File: src/rtl/rft_pkg.sv
// Shared types for the online register file tester.
// Assumes nothing beyond IEEE 1800-2017 enum support.
package rft_pkg;

    // Test phase of the register currently under test; order is behaviour.
    typedef enum logic [1:0] {
        PH_COPY    = 2'd0,
        PH_WRITE   = 2'd1,
        PH_CHECK   = 2'd2,
        PH_RESTORE = 2'd3
    } rft_phase_e;

endpackage

File: src/rtl/rft_lfsr.sv
// Fibonacci LFSR producing the test word.
// Shifts left; the new LSB is the XOR of the state bits selected by TAPS.
// Assumes SEED is nonzero. Steps only when step is high.
module rft_lfsr #(
    parameter int          W    = 32,
    parameter logic [W-1:0] TAPS = 32'h8020_0003,
    parameter logic [W-1:0] SEED = 32'h1D87_2B41
) (
    input  logic         clk,
    input  logic         rst_n,
    input  logic         step,
    output logic [W-1:0] word
);

    logic fb;

    // Feedback bit from the tap mask.
    always_comb fb = ^(word & TAPS);

    // State register: reload the seed on reset, shift on step.
    always_ff @(posedge clk) begin
        if (!rst_n)    word <= SEED;
        else if (step) word <= {word[W-2:0], fb};
    end

endmodule

File: src/rtl/rft_array.sv
// Register file storage with one read decoder and one write decoder.
// Reset clears all entries. A stuck-at-one hook ORs a single bit into
// every write aimed at the selected entry while inj_en is high.
module rft_array #(
    parameter int DATA_W = 32,
    parameter int REGS   = 32,
    parameter int IDX_W  = $clog2(REGS),
    parameter int BIT_W  = $clog2(DATA_W)
) (
    input  logic              clk,
    input  logic              rst_n,
    input  logic [IDX_W-1:0]  raddr,
    output logic [DATA_W-1:0] rdata,
    input  logic              we,
    input  logic [IDX_W-1:0]  waddr,
    input  logic [DATA_W-1:0] wdata,
    input  logic              inj_en,
    input  logic [IDX_W-1:0]  inj_idx,
    input  logic [BIT_W-1:0]  inj_bit
);

    logic [DATA_W-1:0] rows [REGS];
    logic [DATA_W-1:0] stuck_mask;

    // Single-bit mask used by the fault hook.
    always_comb stuck_mask = DATA_W'(1) << inj_bit;

    // Read decoder: select one row by the read index.
    always_comb rdata = rows[raddr];

    for (genvar i = 0; i < REGS; i++) begin : g_row
        logic [DATA_W-1:0] q;
        logic              hit;

        // Write decoder output for this row.
        always_comb hit = we && (waddr == IDX_W'(i));

        // Row storage, with the optional stuck bit applied on write.
        always_ff @(posedge clk) begin
            if (!rst_n)   q <= '0;
            else if (hit) q <= (inj_en && inj_idx == IDX_W'(i)) ? (wdata | stuck_mask) : wdata;
        end

        assign rows[i] = q;
    end

endmodule

File: src/rtl/rft_seq.sv
// Four-phase test sequencer: copy, write, check, restore.
// Each phase waits for the port it needs to be idle. Holds the spare
// register and the redirect flag, and reports compare results and errors.
// Assumes the pipeline write port is idle in any cycle where restore fires.
module rft_seq
    import rft_pkg::*;
#(
    parameter int DATA_W = 32,
    parameter int REGS   = 32,
    parameter int IDX_W  = $clog2(REGS)
) (
    input  logic              clk,
    input  logic              rst_n,
    input  logic              rd_busy,
    input  logic              wr_busy,
    input  logic              pw_hit,
    input  logic [DATA_W-1:0] pw_data,
    input  logic [DATA_W-1:0] arr_rdata,
    input  logic [DATA_W-1:0] test_word,
    input  logic              err_clr,
    output logic              t_we,
    output logic [DATA_W-1:0] t_wdata,
    output logic [IDX_W-1:0]  idx,
    output logic              redir,
    output logic [DATA_W-1:0] spare,
    output logic              lfsr_step,
    output logic              chk_valid,
    output logic              chk_fail,
    output logic [IDX_W-1:0]  chk_idx,
    output logic              err_flag,
    output logic [IDX_W-1:0]  err_idx
);

    localparam logic [IDX_W-1:0] LAST_IDX = IDX_W'(REGS - 1);

    rft_phase_e ph;
    logic copy_go, write_go, check_go, rest_go, mismatch;

    // Phase enables gated by the idle port each phase needs.
    always_comb begin
        copy_go  = (ph == PH_COPY)    && !rd_busy;
        write_go = (ph == PH_WRITE)   && !wr_busy;
        check_go = (ph == PH_CHECK)   && !rd_busy;
        rest_go  = (ph == PH_RESTORE) && !wr_busy;
        mismatch = arr_rdata != test_word;
    end

    // Test write port: random word in the write phase, saved value on restore.
    always_comb begin
        t_we      = write_go || rest_go;
        t_wdata   = rest_go ? spare : test_word;
        lfsr_step = rest_go;
    end

    // Phase register: step to the next phase when its enable fires.
    always_ff @(posedge clk) begin
        if (!rst_n) ph <= PH_COPY;
        else if (copy_go)  ph <= PH_WRITE;
        else if (write_go) ph <= PH_CHECK;
        else if (check_go) ph <= PH_RESTORE;
        else if (rest_go)  ph <= PH_COPY;
    end

    // Index under test: advances after restore, wrapping past the last entry.
    always_ff @(posedge clk) begin
        if (!rst_n)       idx <= '0;
        else if (rest_go) idx <= (idx == LAST_IDX) ? '0 : idx + 1'b1;
    end

    // Redirect window: opens on copy, closes on restore.
    always_ff @(posedge clk) begin
        if (!rst_n)       redir <= 1'b0;
        else if (copy_go) redir <= 1'b1;
        else if (rest_go) redir <= 1'b0;
    end

    // Spare register: takes the copy, forwarding a same-cycle pipeline write.
    always_ff @(posedge clk) begin
        if (!rst_n)               spare <= '0;
        else if (copy_go)         spare <= pw_hit ? pw_data : arr_rdata;
        else if (redir && pw_hit) spare <= pw_data;
    end

    // Compare result: one-cycle pulse with its index.
    always_ff @(posedge clk) begin
        if (!rst_n) begin
            chk_valid <= 1'b0;
            chk_fail  <= 1'b0;
            chk_idx   <= '0;
        end else begin
            chk_valid <= check_go;
            chk_fail  <= check_go && mismatch;
            if (check_go) chk_idx <= idx;
        end
    end

    // Sticky error flag and captured index; a new failure beats a clear.
    always_ff @(posedge clk) begin
        if (!rst_n) begin
            err_flag <= 1'b0;
            err_idx  <= '0;
        end else if (check_go && mismatch) begin
            err_flag <= 1'b1;
            if (!err_flag || err_clr) err_idx <= idx;
        end else if (err_clr) begin
            err_flag <= 1'b0;
        end
    end

endmodule

File: src/rtl/rf_online_tester.sv
// Top level: register file plus background tester.
// The pipeline owns both ports whenever rd_en / wr_en are high; the tester
// borrows a port only when it is idle. Accesses to the index under test are
// served by the spare register while the redirect window is open.
module rf_online_tester #(
    parameter int          DATA_W = 32,
    parameter int          REGS   = 32,
    parameter logic [31:0] SEED   = 32'h1D87_2B41,
    parameter logic [31:0] TAPS   = 32'h8020_0003
) (
    input  logic                      clk,
    input  logic                      rst_n,
    input  logic                      rd_en,
    input  logic [$clog2(REGS)-1:0]   rd_addr,
    output logic [DATA_W-1:0]         rd_data,
    input  logic                      wr_en,
    input  logic [$clog2(REGS)-1:0]   wr_addr,
    input  logic [DATA_W-1:0]         wr_data,
    input  logic                      err_clr,
    output logic                      chk_valid,
    output logic                      chk_fail,
    output logic [$clog2(REGS)-1:0]   chk_idx,
    output logic                      err_flag,
    output logic [$clog2(REGS)-1:0]   err_idx,
    output logic [$clog2(REGS)-1:0]   test_idx,
    output logic                      redir_on,
    input  logic                      inj_en,
    input  logic [$clog2(REGS)-1:0]   inj_idx,
    input  logic [$clog2(DATA_W)-1:0] inj_bit
);

    localparam int IDX_W = $clog2(REGS);
    localparam int BIT_W = $clog2(DATA_W);

    logic [IDX_W-1:0]  arr_raddr, arr_waddr;
    logic [DATA_W-1:0] arr_rdata, arr_wdata, t_wdata, spare, test_word;
    logic              arr_we, t_we, pw_hit, pw_to_arr, lfsr_step;

    // Port steering: pipeline first, tester on idle ports; redirected writes skip the array.
    always_comb begin
        pw_hit    = wr_en && (wr_addr == test_idx);
        pw_to_arr = wr_en && !(redir_on && pw_hit);
        arr_raddr = rd_en ? rd_addr : test_idx;
        arr_we    = pw_to_arr || t_we;
        arr_waddr = wr_en ? wr_addr : test_idx;
        arr_wdata = wr_en ? wr_data : t_wdata;
        rd_data   = (redir_on && rd_addr == test_idx) ? spare : arr_rdata;
    end

    rft_array #(.DATA_W(DATA_W), .REGS(REGS), .IDX_W(IDX_W), .BIT_W(BIT_W)) u_array (
        .clk(clk), .rst_n(rst_n),
        .raddr(arr_raddr), .rdata(arr_rdata),
        .we(arr_we), .waddr(arr_waddr), .wdata(arr_wdata),
        .inj_en(inj_en), .inj_idx(inj_idx), .inj_bit(inj_bit)
    );

    rft_lfsr #(.W(DATA_W), .TAPS(DATA_W'(TAPS)), .SEED(DATA_W'(SEED))) u_lfsr (
        .clk(clk), .rst_n(rst_n), .step(lfsr_step), .word(test_word)
    );

    rft_seq #(.DATA_W(DATA_W), .REGS(REGS), .IDX_W(IDX_W)) u_seq (
        .clk(clk), .rst_n(rst_n),
        .rd_busy(rd_en), .wr_busy(wr_en),
        .pw_hit(pw_hit), .pw_data(wr_data),
        .arr_rdata(arr_rdata), .test_word(test_word), .err_clr(err_clr),
        .t_we(t_we), .t_wdata(t_wdata), .idx(test_idx), .redir(redir_on),
        .spare(spare), .lfsr_step(lfsr_step),
        .chk_valid(chk_valid), .chk_fail(chk_fail), .chk_idx(chk_idx),
        .err_flag(err_flag), .err_idx(err_idx)
    );

endmodule

File: config.mk
export PLATFORM = sky130hd
export DESIGN_NAME = rf_online_tester
export DESIGN_NICKNAME = d
export VERILOG_FILES = /design/src/rtl/rft_pkg.sv /design/src/rtl/rft_lfsr.sv /design/src/rtl/rft_array.sv /design/src/rtl/rft_seq.sv /design/src/rtl/rf_online_tester.sv
export SDC_FILE = /design/constraint.sdc
export NUM_CORES = 2
export LEC_CHECK = 0
export BUFFER_PORTS_ARGS = -buffer_cell sky130_fd_sc_hd__buf_2
export CELL_PAD_IN_SITES_DETAIL_PLACEMENT = 2
export CELL_PAD_IN_SITES_GLOBAL_PLACEMENT = 2
export CORE_UTILIZATION = 39
export DETAILED_ROUTE_END_ITERATION = 10
export GPL_ROUTABILITY_DRIVEN = 0
export PLACE_DENSITY_LB_ADDON = 0.1
export SYNTH_ARGS = -nofsm -noshare
export SYNTH_HDL_FRONTEND = slang
export SYNTH_HIERARCHICAL = 1
export SYNTH_SLANG_ARGS = --single-unit
File: constraint.sdc
create_clock -name clk -period 4.9 [get_ports clk]
set_clock_uncertainty 0.1 [all_clocks]
set_input_delay 0.98 -clock clk [delete_from_list [all_inputs] [get_ports clk]]
set_output_delay 0.98 -clock clk [all_outputs]
set_load 0.005 [all_outputs]
After elaboration in Yosys (flattened, before gate mapping)

Index checks and enable logic that the tools add are counted.

Register bits: 1109
Word-level logic and storage cells: 261
Bits of input ports: 58

Bitwise gates (word level): 3
Multiplexer cells: 52
Reductions and logical operators: 91
Order comparisons: 1
Add/subtract/negate cells: 1
Equal/unequal tests: 69
Shift operators: 1

Operators with widths:

| cell                 | number |
|---|---|
| $mux 32              | 40 |
| $eq 5x5->1 const B   | 33 |
| $bmux 32 s5          | 1 |
| $eq 5x4->1 const B   | 16 |
| $logic_and 1x1->1    | 73 |
| $eq 5x3->1 const B   | 8 |
| $ne 32x32->1         | 1 |
| $or 32x32->32        | 1 |
| $reduce_xor 32->1    | 1 |
| $shl 1x5->32 const A | 1 |
| $eq 5x2->1 const B   | 4 |
| $mux 5               | 3 |
| $eq 5x1->1 const B   | 2 |
| $eq 5x5->1           | 2 |
| $logic_not 5->1      | 2 |
| $ge 6x6->1 const B   | 1 |
| $mux 2               | 3 |
| $not 5->6            | 1 |
| $reduce_bool 2->1    | 3 |
| $add 5x1->5 const B  | 1 |
| $mux 1               | 5 |
| $eq 2x2->1 const B   | 2 |
| $logic_not 1->1      | 4 |
| $reduce_bool 4->1    | 1 |
| other kinds (7)      | 9 |

Logic depth before layout (Yosys ltp)

Depth after elaboration: 8
Gate-level depth with buffers: 14
Gate-level depth less buffers: 11

Cells and area by module

The synthesis kept the hierarchy.

Modules (own cells, without submodules):

| module           | cells each | instances | area an instance (sq um) | seq. area each (sq um) |
|---|---|---|---|---|
| rft_array        | 6039       | 1         | 47895.9                  | 20499.7 |
| rft_seq          | 381        | 1         | 3114.2                   | 1061.0 |
| rft_lfsr         | 106        | 1         | 1201.2                   | 640.6 |
| rf_online_tester | 100        | 1         | 1163.6                   | 0.0 |

Worst setup path before layout

Ideal clock, no wire load.

Kind: input -> output
From: in rd_en
To: out rd_data[27]
Cell stages on the path: 10
Arrival time: 2869 ps
Path buffers: 4
Setup slack: 951 ps
Cell sequence: mux2_2 -> buf_2 -> buf_2 -> buf_2 -> buf_2 -> mux2i_1 -> a22oi_1 -> a31oi_1 -> nand3_1 -> mux2_4

Word-level cells in the longest chain between the ends: 6

Ends and longest elaborated chain:

| element                                     | RTL line               | text |
|---|---|---|
| start: declaration                          | rf_online_tester.sv:13 | `input logic rd_en,` |
| $mux 5                                      | rf_online_tester.sv:43 | `arr_raddr = rd_en ? rd_addr : test_idx;` |
| $not 5->6 (implied by the code)             | rft_array.sv:29        | `always_comb rdata = rows[raddr];` |
| $bmux 32 s5                                 | rft_array.sv:29        |  |
| $mux 32 (implied by the code) (2 in series) | rft_array.sv:29        |  |
| named net arr_rdata[27]                     | rf_online_tester.sv:36 | `logic [DATA_W-1:0] arr_rdata, arr_wdata, t_wdata, spare, test_word;` |
| $mux 32                                     | rf_online_tester.sv:47 | `rd_data = (redir_on && rd_addr == test_idx) ? spare : arr_rdata;` |
| end: declaration                            | rf_online_tester.sv:15 | `output logic [DATA_W-1:0] rd_data,` |

The timed path passes the listed nets, and every way through them passes these cells. The select of a mux whose other input is x is not followed.

Worst setup path in the final report

From: reg u_seq.idx[1]
To: out rd_data[6]

Word-level cells in the longest chain between the ends: 6
Elaborated cells between the ends (all ways): 8

Ends and longest elaborated chain:

| element                                     | RTL line               | text |
|---|---|---|
| start: declaration                          | rft_seq.sv:23          | `output logic [IDX_W-1:0] idx,` |
| start signal: assignment                    | rft_seq.sv:67          | `else if (rest_go) idx <= (idx == LAST_IDX) ? '0 : idx + 1'b1;` |
| $mux 5                                      | rf_online_tester.sv:43 |  |
| named net arr_raddr[1]                      | rf_online_tester.sv:35 | `logic [IDX_W-1:0] arr_raddr, arr_waddr;` |
| $not 5->6 (implied by the code)             | rft_array.sv:29        |  |
| $bmux 32 s5                                 | rft_array.sv:29        |  |
| $mux 32 (implied by the code) (2 in series) | rft_array.sv:29        |  |
| named net arr_rdata[6]                      | rf_online_tester.sv:36 |  |
| $mux 32                                     | rf_online_tester.sv:47 |  |

The timed path passes the listed nets, and every way through them passes these cells. The select of a mux whose other input is x is not followed.

==> results.sh <==
export IMPL_status="finished with violations"
export IMPL_violations="negative setup slack"
export IMPL_grt_overflow=0
export IMPL_grtUsageTotal_pct=38.60
export IMPL_synth_area_um2=53370
export IMPL_worstSetupStartpointType="flip-flop"
export IMPL_cp_depth=11
export IMPL_final_nets=6501
export IMPL_finalHoldViolCount=0
export IMPL_max_slew_margin_pct=7.940
export IMPL_hp_class="flip-flop to flip-flop"
export IMPL_syn_num_nets=6686
export IMPL_numCtsBuffers=136
export IMPL_internal_power_w=0.01597
export IMPL_grt_max_degree=141
export IMPL_drv_cap=0
export IMPL_crit_arrival_ps=3900
export IMPL_drt_iter0_drc=4952
export IMPL_critical_path_max_stage_delay_ps=480
export IMPL_avgRoutedWirePerCell_um=33.04
export IMPL_critPathMaxFanout=22
export IMPL_required_ps=3820
export IMPL_mostFrequentLayoutCells="a21oi_1, dfxtp_1, o21ai_0"
export IMPL_dr_pass1_iters=6
export IMPL_cpMaxStageDelayCell="dfxtp_4"
export IMPL_yosysSeqAreaShare_pct=41.59
export IMPL_power_frac_seq_pct=41.9
export IMPL_die_area_um2=138300
export IMPL_power_switching_w=0.006191
export IMPL_layout_commonest_cell="a21oi_1"
export IMPL_die_height_um=371.9
export IMPL_crit_family="multiplexers"
export IMPL_synth_edf_count=0
export IMPL_clk_latency_ps=790
export IMPL_cts_tree="built"
export IMPL_netlist_instances=6626
export IMPL_cp_end_kind="output pin"
export IMPL_synth_area_leader_cell="dfxtp_1"
export IMPL_finalWirelength_mm=275.2
export IMPL_port_buffers=108
export IMPL_synth_top_area_share_pct=41.59
export IMPL_clkPwrFrac_pct=45.9
export IMPL_grt_pass1_vias=58056
export IMPL_path_clk_slew_ps=60
export IMPL_synth_area_leaders="dfxtp_1, a21oi_1, mux2i_1, o21ai_0, clkbuf_1"
export IMPL_setup_ws_ps=-77.83
export IMPL_p_leak_nw=23.05
export IMPL_sw_frac_of_total_pct=27.94
export IMPL_powerDensity_nw_per_um2=359.1
export IMPL_fillers=14900
export IMPL_finalSetupViolCount=3
export IMPL_reg2reg_depth=15
export IMPL_drv_slew=0
export IMPL_core_um2=135600
export IMPL_ys_seq_elements=1109
export IMPL_period_needed_ps=4978
export IMPL_rows=135
export IMPL_ys_warn_count=6
export IMPL_vdd_ir_drop_max_mv=0.2956
export IMPL_antenna_found_initial=9
export IMPL_period_share_pct=101.6
export IMPL_async_flop_share_pct=0
export IMPL_comb_power_share_pct=12.2
export IMPL_ys_flop_type="dfxtp_1"
export IMPL_cts_root_buf="clkbuf_16"
export IMPL_pin_count=109
export IMPL_num_vias=55439
export IMPL_cts_sinks=1109
export IMPL_instances_no_fill=8330
export IMPL_crit_type="flip-flop to output pin"
export IMPL_areaGrowthSynthToFinish_pct=15.62
export IMPL_synth_cell_type_count=56
export IMPL_htreeDepth=4
export IMPL_cts_buffer_depth=3
export IMPL_rsz0062_at_grt="yes"
export IMPL_start_util_pct=39.35
export IMPL_crit_top_cell="buf_4"
export IMPL_grt_pass1_wl_mm=397.4
export IMPL_ant_nets=0
export IMPL_die_w_um=371.9
export IMPL_syn_area_per_cell_um2=8.055
export IMPL_postLayoutCellArea_um2=61710
export IMPL_postPlaceCellArea_um2=56940
export IMPL_whs_ps=362.2
export IMPL_vias_per_cell=6.655
export IMPL_cp_num_buf_inv=4
export IMPL_cp_cell_sequence="mux2_8 > buf_12 > buf_4 > mux2i_1 > a22o_1 > nor3_1 > a31oi_4 > nand3_1 > buf_4 > mux2_4 > buf_2"
export IMPL_cts_hold_buf=0
export IMPL_dpl_hpwl_mm=162.7
export IMPL_clock_fmax_ghz=0.2009
export IMPL_worst_pin_slew_ps=1378
export IMPL_layout_drive_gt1_share_pct=13.21
export IMPL_drc=0
export IMPL_hold_path_depth=2
export IMPL_place_inst=8072
-- tightest hold or removal path, delay by kind of cell, from the launching register on --
kind,cells,cell delay [ps]
flops,1,310
mux,1,60
simple gates,1,50
-- worst paths after layout --
path | startpoint | slack (ps) | endpoint
worst max-delay path | u_seq/idx[1] | -80 | rd_data[6]
worst min-delay path | u_seq/err_idx[1] | 360 | u_seq/err_idx[1]
worst max register to register | u_seq/idx[1] | 710 | u_seq/err_idx[3]
worst min register to register | u_seq/err_idx[1] | 360 | u_seq/err_idx[1]
-- sequential cells by signal, indices dropped and copies added, names as in the netlist --
signal / count
u_array/g_row.q: 1024
u_lfsr/word: 32
u_seq/spare: 32
u_seq/chk_idx: 5
u_seq/err_idx: 5
u_seq/idx: 5
u_seq/ph: 2
u_seq/chk_fail: 1
u_seq/chk_valid: 1
u_seq/err_flag: 1
u_seq/redir: 1
-- stage by stage --
step | util, % | setup slack, ps | total power (W) | TNS (ps)
floorplan | - | 951.2 | 0.01085 | 0
global placement | 41.98 | -355.9 | 0.01194 | -2962
detailed placement | 41.98 | -404.0 | 0.01202 | -4121
CTS | 45.41 | 0.04263 | 0.02216 | 0
global route | 45.50 | -53.53 | 0.02272 | -134.8
finish | 45.50 | -77.83 | 0.02216 | -118.2
-- synth_stat cells (3+ instances only) --
cell	instances
buf_4	6
mux2_4	30
inv_1	6
nand3_1	111
o211a_1	32
nor2b_1	30
a31oi_1	56
nand2_1	300
and2_1	4
nor2_1	188
buf_1	15
xnor2_1	39
and2b_1	4
a22o_1	64
o21ai_0	1003
buf_2	125
mux2_2	44
mux2i_1	585
nand3b_1	5
nor3_1	47
nand4_1	10
a211oi_1	99
a21oi_1	1903
o21ai_1	28
a21boi_0	3
clkbuf_1	619
nor3_2	4
buf_12	3
dfxtp_1	1109
nand2b_1	15
xor2_1	4
nor2_2	4
a22oi_1	96
-- routing by layer --
| metal | global-route usage, % | vias up | routed length (µm) |
|---|---|---|---|
| li1 | - | 23623 | - |
| met1 | 49.78 | 28917 | 117100 |
| met2 | 61.30 | 2256 | 124200 |
| met3 | 7.151 | 637 | 20040 |
| met4 | 19.88 | 6 | 13800 |
| met5 | 0 | - | 46 |
-- power groups by stage --
stage,Clock (W),Sequential (W),Combinational (W)
CTS,0.0103,0.00927,0.00263
global placement,0,0.00946,0.00248
detailed placement,0,0.00947,0.00256
floorplan,0,0.00943,0.00142
finish,0.0102,0.00928,0.00271
global route,0.0106,0.00929,0.00280
-- what timing repair did --
item,in CTS,in global routing
resized for setup,22,15
gates cloned,4,1
buffers inserted,5,2
pin swaps,0,2
setup endpoints to repair,18,19
-- layout make-up --
type / count / area [µm²] / share of cell area (%)
antenna: 1 / 2.502 / 0.004055
clock buffer: 214 / 4091 / 6.630
clock inverter: 31 / 286.5 / 0.4643
inverter: 10 / 37.54 / 0.06082
multi-input combinational: 4737 / 28760 / 46.60
sequential: 1109 / 22210 / 35.98
tap: 1781 / 2228 / 3.611
timing repair buffer: 447 / 4099 / 6.642
-- logic make-up (layout without fill, tap and decap cells) --
logic type | Yosys count | after routing | synth area share [%]
AND/OR/NAND/NOR | 743 | 743 | 6.212
XOR/XNOR | 44 | 44 | 0.7478
multiplexers | 659 | 660 | 12.74
AO/OA/AOI/OAI | 3288 | 3288 | 32.71
buffers and inverters | 781 | 702 | 5.949
adder cells (fa/ha/maj) | 2 | 2 | 0.04688
other | 0 | 1 | 0
flip-flops | 1109 | 1109 | 41.59
(Power assumes the default switching activity.)
